**src/rtl/hdlc_mon_pkg.sv**
```systemverilog
package hdlc_mon_pkg;
  localparam int unsigned FLAG_LEN   = 8;
  localparam logic [FLAG_LEN-1:0] FLAG_PATTERN = 8'h7E;
  localparam int unsigned ST_FLAG    = 0;
  localparam int unsigned ST_IDLE    = 1;
endpackage

```
**src/rtl/hdlc_flag_window.sv**
```systemverilog
module hdlc_flag_window
  import hdlc_mon_pkg::*;
#(
  parameter int unsigned WIN_W = FLAG_LEN,
  parameter logic [WIN_W-1:0] PATTERN = FLAG_PATTERN
) (
  input  logic clk,
  input  logic rst,
  input  logic bit_in,
  input  logic valid_in,
  output logic match_o
);
  // Window resets to all ones: the pattern has a zero at its oldest
  // position, so no partial fill can match before a real flag arrives.
  logic [WIN_W-1:0] win_q;
  logic [WIN_W-1:0] win_next;

  assign win_next = {win_q[WIN_W-2:0], bit_in};
  assign match_o  = valid_in && (win_next == PATTERN);

  always_ff @(posedge clk) begin
    if (rst) begin
      win_q <= '1;
    end else if (valid_in) begin
      win_q <= win_next;
    end
  end
endmodule

```
**src/rtl/hdlc_ones_run.sv**
```systemverilog
module hdlc_ones_run #(
  parameter int unsigned IDLE_ONES  = 15,
  parameter int unsigned ABORT_ONES = 7
) (
  input  logic clk,
  input  logic rst,
  input  logic bit_in,
  input  logic valid_in,
  output logic abort_hit_o,
  output logic idle_o,
  output logic idle_evt_o
);
  localparam int unsigned CNT_W = $clog2(IDLE_ONES + 1);
  localparam logic [CNT_W-1:0] IDLE_PRE  = CNT_W'(IDLE_ONES - 1);
  localparam logic [CNT_W-1:0] ABORT_PRE = CNT_W'(ABORT_ONES - 1);
  localparam logic [CNT_W-1:0] CNT_SAT   = CNT_W'(IDLE_ONES);

  logic [CNT_W-1:0] cnt_q;
  logic             one_in;
  logic             zero_in;
  logic             idle_hit;

  assign one_in      = valid_in && bit_in;
  assign zero_in     = valid_in && !bit_in;
  assign idle_hit    = one_in && (cnt_q == IDLE_PRE);
  assign abort_hit_o = one_in && (cnt_q == ABORT_PRE);

  always_ff @(posedge clk) begin
    if (rst) begin
      cnt_q      <= '0;
      idle_o     <= 1'b0;
      idle_evt_o <= 1'b0;
    end else begin
      idle_evt_o <= idle_hit;
      if (zero_in) begin
        cnt_q  <= '0;
        idle_o <= 1'b0;
      end else if (one_in) begin
        if (cnt_q != CNT_SAT) cnt_q <= cnt_q + 1'b1;
        if (idle_hit) idle_o <= 1'b1;
      end
    end
  end
endmodule

```
**src/rtl/hdlc_flag_tracker.sv**
```systemverilog
module hdlc_flag_tracker
  import hdlc_mon_pkg::*;
#(
  parameter int unsigned GROUP_LEN = FLAG_LEN
) (
  input  logic clk,
  input  logic rst,
  input  logic valid_in,
  input  logic match_in,
  input  logic abort_in,
  output logic active_o,
  output logic start_o,
  output logic end_o
);
  localparam int unsigned PH_W = $clog2(GROUP_LEN);
  localparam logic [PH_W-1:0] PH_LAST = PH_W'(GROUP_LEN - 1);

  logic [PH_W-1:0] phase_q;
  logic            boundary;

  assign boundary = valid_in && (phase_q == PH_LAST);

  always_ff @(posedge clk) begin
    if (rst) begin
      phase_q  <= '0;
      active_o <= 1'b0;
      start_o  <= 1'b0;
      end_o    <= 1'b0;
    end else begin
      start_o <= 1'b0;
      end_o   <= 1'b0;
      if (match_in) begin
        start_o  <= !active_o;
        active_o <= 1'b1;
        phase_q  <= '0;
      end else if (valid_in && active_o) begin
        if (boundary || abort_in) begin
          active_o <= 1'b0;
          end_o    <= 1'b1;
          phase_q  <= '0;
        end else begin
          phase_q <= phase_q + 1'b1;
        end
      end
    end
  end
endmodule

```
**src/rtl/hdlc_rx_line_monitor.sv**
```systemverilog
module hdlc_rx_line_monitor
  import hdlc_mon_pkg::*;
#(
  parameter int unsigned STATUS_W   = 8,
  parameter int unsigned IDLE_ONES  = 15,
  parameter int unsigned ABORT_ONES = 7
) (
  input  logic                clk,
  input  logic                rst,
  input  logic                rx_bit,
  input  logic                rx_valid,
  output logic [STATUS_W-1:0] status_o,
  output logic                flag_start_o,
  output logic                flag_end_o,
  output logic                idle_evt_o
);
  logic match_w;
  logic abort_w;
  logic flag_active_w;
  logic idle_w;

  hdlc_flag_window #(
    .WIN_W   (FLAG_LEN),
    .PATTERN (FLAG_PATTERN)
  ) u_window (
    .clk      (clk),
    .rst      (rst),
    .bit_in   (rx_bit),
    .valid_in (rx_valid),
    .match_o  (match_w)
  );

  hdlc_ones_run #(
    .IDLE_ONES  (IDLE_ONES),
    .ABORT_ONES (ABORT_ONES)
  ) u_ones (
    .clk         (clk),
    .rst         (rst),
    .bit_in      (rx_bit),
    .valid_in    (rx_valid),
    .abort_hit_o (abort_w),
    .idle_o      (idle_w),
    .idle_evt_o  (idle_evt_o)
  );

  hdlc_flag_tracker #(
    .GROUP_LEN (FLAG_LEN)
  ) u_tracker (
    .clk      (clk),
    .rst      (rst),
    .valid_in (rx_valid),
    .match_in (match_w),
    .abort_in (abort_w),
    .active_o (flag_active_w),
    .start_o  (flag_start_o),
    .end_o    (flag_end_o)
  );

  for (genvar i = 0; i < STATUS_W; i++) begin : g_status
    if (i == ST_FLAG) begin : g_flag
      assign status_o[i] = flag_active_w;
    end else if (i == ST_IDLE) begin : g_idle
      assign status_o[i] = idle_w;
    end else begin : g_zero
      assign status_o[i] = 1'b0;
    end
  end
endmodule

```
**config.mk**
```make
export PLATFORM = sky130hd
export DESIGN_NAME = hdlc_rx_line_monitor
export DESIGN_NICKNAME = d
export VERILOG_FILES = /design/src/rtl/hdlc_mon_pkg.sv /design/src/rtl/hdlc_flag_window.sv /design/src/rtl/hdlc_ones_run.sv /design/src/rtl/hdlc_flag_tracker.sv /design/src/rtl/hdlc_rx_line_monitor.sv
export SDC_FILE = /design/constraint.sdc
export NUM_CORES = 1
export LEC_CHECK = 0
export BUFFER_PORTS_ARGS = -buffer_cell sky130_fd_sc_hd__buf_2
export CORE_MARGIN = 8
export CORE_UTILIZATION = 50
export CTS_CLUSTER_DIAMETER = 120
export DETAILED_ROUTE_END_ITERATION = 16
export PLACE_DENSITY = 0.72
export SYNTH_ARGS = -nofsm -noshare
export SYNTH_HDL_FRONTEND = slang
export SYNTH_SLANG_ARGS = --single-unit
```
**constraint.sdc**
```tcl
create_clock -name clk -period 2 [get_ports clk]
set_clock_uncertainty 0.15 [all_clocks]
set_input_delay 0.3 -clock clk [delete_from_list [all_inputs] [get_ports clk]]
set_output_delay 0.3 -clock clk [all_outputs]
set_load 0.1 [all_outputs]
```
==> results.json <==
{
  "status": "completed",
  "nFillCells": 156,
  "required_ns": 2.09,
  "cellPowerDensity_mw_per_mm2": 728,
  "period_minus_slack_ns": 1.68,
  "rsz0062_at_grt": "no",
  "htree_num_levels": 1,
  "wl_per_cell_um": 12.8,
  "grt_pass1_vias": 603,
  "grt_max_degree": 15,
  "ant_nets": 0,
  "ys_ff_latch": 19,
  "finalHoldViolations": 0,
  "postSynthCellCount": 90,
  "instances_no_fill": 115,
  "finalWirelength_um": 1470,
  "fp.dieW_um": 57.7,
  "place.gp.congestion": 0.864,
  "cts_root_buf": "clkbuf_4",
  "yosys.area.top_type": "dfxtp_1",
  "vias": 635,
  "ys_top_cells_by_area": "dfxtp_1 (44%), mux2i_1 (9.2%), buf_4 (6.9%)",
  "viasPerCell": 5.52,
  "post_cts_resize_count": 0,
  "cp.arrival_ns": 1.77,
  "dp_cells": 111,
  "r2r_slack_ns": 0.32,
  "crit_fanout": 5,
  "nNetsFinal": 107,
  "preCtsSetupSlack_ns": 0.341,
  "min_path_type": "in -> reg",
  "period_share_pct": 84.0,
  "vdd_drop_max_v": 0.000457,
  "ctsHoldBuffers": 0,
  "initial_core_util_pct": 52.0,
  "yosys.area.top_type_share_pct": 43.8,
  "cts_tree": "yes",
  "grt_pass1_wl_um": 2570,
  "setup_violations": 0,
  "grt_overflow": 0,
  "synth.most_common_cell": "dfxtp_1",
  "clock_latency_ns": 0.29,
  "antenna_found_initial": 0,
  "clkSinkCount": 19,
  "synth_area_um2": 868,
  "post-route-drc-count": 0,
  "synthToLayoutAreaGrowth_pct": 4.90,
  "crit_type": "reg -> reg",
  "cts_setup_buffers": 0,
  "ys_top_cells_by_count": "dfxtp_1 (19), nand2_1 (10), buf_4 (8), mux2i_1 (8)",
  "fmax_mhz": 595,
  "endpoint_kind": "flip-flop",
  "clockBufferDepth": 2,
  "tns_ns": 0,
  "core_mm2": 0.00167,
  "layout-drive-gt1-share_pct": 19.4,
  "drtPass1Iterations": 4,
  "cts_buffers": 3,
  "synth-seq-area-share_pct": 43.8,
  "cap_violations": 0,
  "synth_cell_types": 29,
  "port_buffers": 8,
  "dieArea_mm2": 0.00333,
  "multi_input_area_um2": 434,
  "p_leak_uw": 0.000405,
  "clk_pin_slew_ns": 0.11,
  "diodes": 0,
  "synth-edff-count": 0,
  "syn_avg_cell_area_um2": 9.65,
  "finalWorstSetupSlack_ns": 0.319,
  "crit_path_start_kind": "flip-flop",
  "yosysWarnings": 0,
  "gr-usage-all-layers_pct": 9.68,
  "ys.flop_type": "dfxtp_1",
  "maxSlewViolCount": 0,
  "sequential_cell_area_um2": 380,
  "dp_hpwl_um": 1130,
  "num_rows": 15,
  "drt_iter0_drc": 4,
  "die_y_um": 57.7,
  "ioPinCount": 15,
  "synthArstFlopShare_pct": 0
}
sequential cells by signal, indices dropped and copies added, names as in the netlist:
name / cells
u_tracker.start_o: 1
u_window.win_q: 7
u_ones.cnt_q: 4
u_tracker.active_o: 1
u_tracker.phase_q: 3
u_tracker.end_o: 1
u_ones.idle_evt_o: 1
u_ones.idle_o: 1
critical path, stage by stage, from the launching register on:
cell and delay (ns):
dfxtp_1 0.41, inv_1 0.06, ha_1 0.22, and4b_4 0.20, or4_4 0.48, a21oi_2 0.12
layer usage:
layer / global-route usage (%) / wire, um / vias up
met1: 9.96 / 673 / 302
met3: 3.75 / 55 / 2
met4: 5.59 / 10 / 0
li1: - / - / 324
met5: 0 / 0 / -
met2: 16.4 / 732 / 7
where the power goes:
| part | switching [uW] | internal (uW) | leakage [uW] |
|---|---|---|---|
| combinational | 69.7 | 13.3 | 0.000233 |
| clock | 120 | 74.4 | 0.0000177 |
| sequential | 3.80 | 383 | 0.000154 |
area by class of cell:
type,count,area share [%]
Clock inverter,1,0.549
Tap cell,17,2.34
Clock buffer,3,2.47
Timing Repair Buffer,8,4.40
Sequential cell,19,41.8
Inverter,2,0.824
Multi-Input combinational cell,65,47.7
cell families after synthesis:
group | synth area share (%)
AO/OA/AOI/OAI | 11.5
other | 0.432
buffers and inverters | 8.36
flip-flops | 43.8
adder cells (fa/ha/maj) | 5.76
multiplexers | 9.22
AND/OR/NAND/NOR | 20.9
metrics by stage:
step           cell area [um^2]  hold WS [ns]  util, %  total power (uW)
2_1_floorplan               887         0.223        -               476
3_3_place_gp                883         0.295     52.9               477
3_5_place_dp                883         0.314     52.9               478
4_1_cts                     911         0.106     54.5               671
5_1_grt                     911         0.107     54.5               693
6_report                    911         0.115     54.5               663
path summary, 6_finish.rpt:
path | from | to | cells after the start
max | u_ones.cnt_q[0]$_SDFFE_PP0P_ | u_tracker.phase_q[0]$_SDFFE_PP0P_ | 5
min | rst | u_ones.cnt_q[2]$_SDFFE_PP0P_ | 2
max reg2reg | u_ones.cnt_q[0]$_SDFFE_PP0P_ | u_tracker.phase_q[0]$_SDFFE_PP0P_ | 5
min reg2reg | u_tracker.active_o$_SDFFE_PP0P_ | u_tracker.start_o$_SDFF_PP0_ | 1
layout by cell type, fill, tap and decap left out:
| cell | Yosys | final |
|---|---|---|
| and3b_1 | 1 | 1 |
| nand2b_1 | 1 | 1 |
| and4b_4 | 1 | 1 |
| and4_1 | 1 | 1 |
| o2bb2ai_1 | 1 | 1 |
| clkinv_2 | 0 | 1 |
| a21oi_2 | 1 | 1 |
| dfxtp_1 | 19 | 19 |
| a41oi_1 | 1 | 1 |
| nor3_1 | 4 | 4 |
| nand2_1 | 10 | 10 |
| inv_1 | 2 | 2 |
| o21ai_0 | 4 | 4 |
| or2_2 | 1 | 1 |
| buf_2 | 1 | 8 |
| or4_4 | 1 | 1 |
| clkbuf_4 | 0 | 3 |
| a31o_2 | 1 | 1 |
| nor2b_1 | 3 | 3 |
| and3_2 | 1 | 1 |
| ha_1 | 4 | 4 |
| a211oi_1 | 1 | 1 |
| o21ba_2 | 1 | 1 |
| or3_1 | 3 | 3 |
| conb_1 | 1 | 6 |
| nand3_1 | 4 | 4 |
| a21oi_1 | 4 | 4 |
| mux2i_1 | 8 | 8 |
| o31ai_1 | 1 | 1 |
| nor2_1 | 1 | 1 |
(Power assumes the default switching activity.)
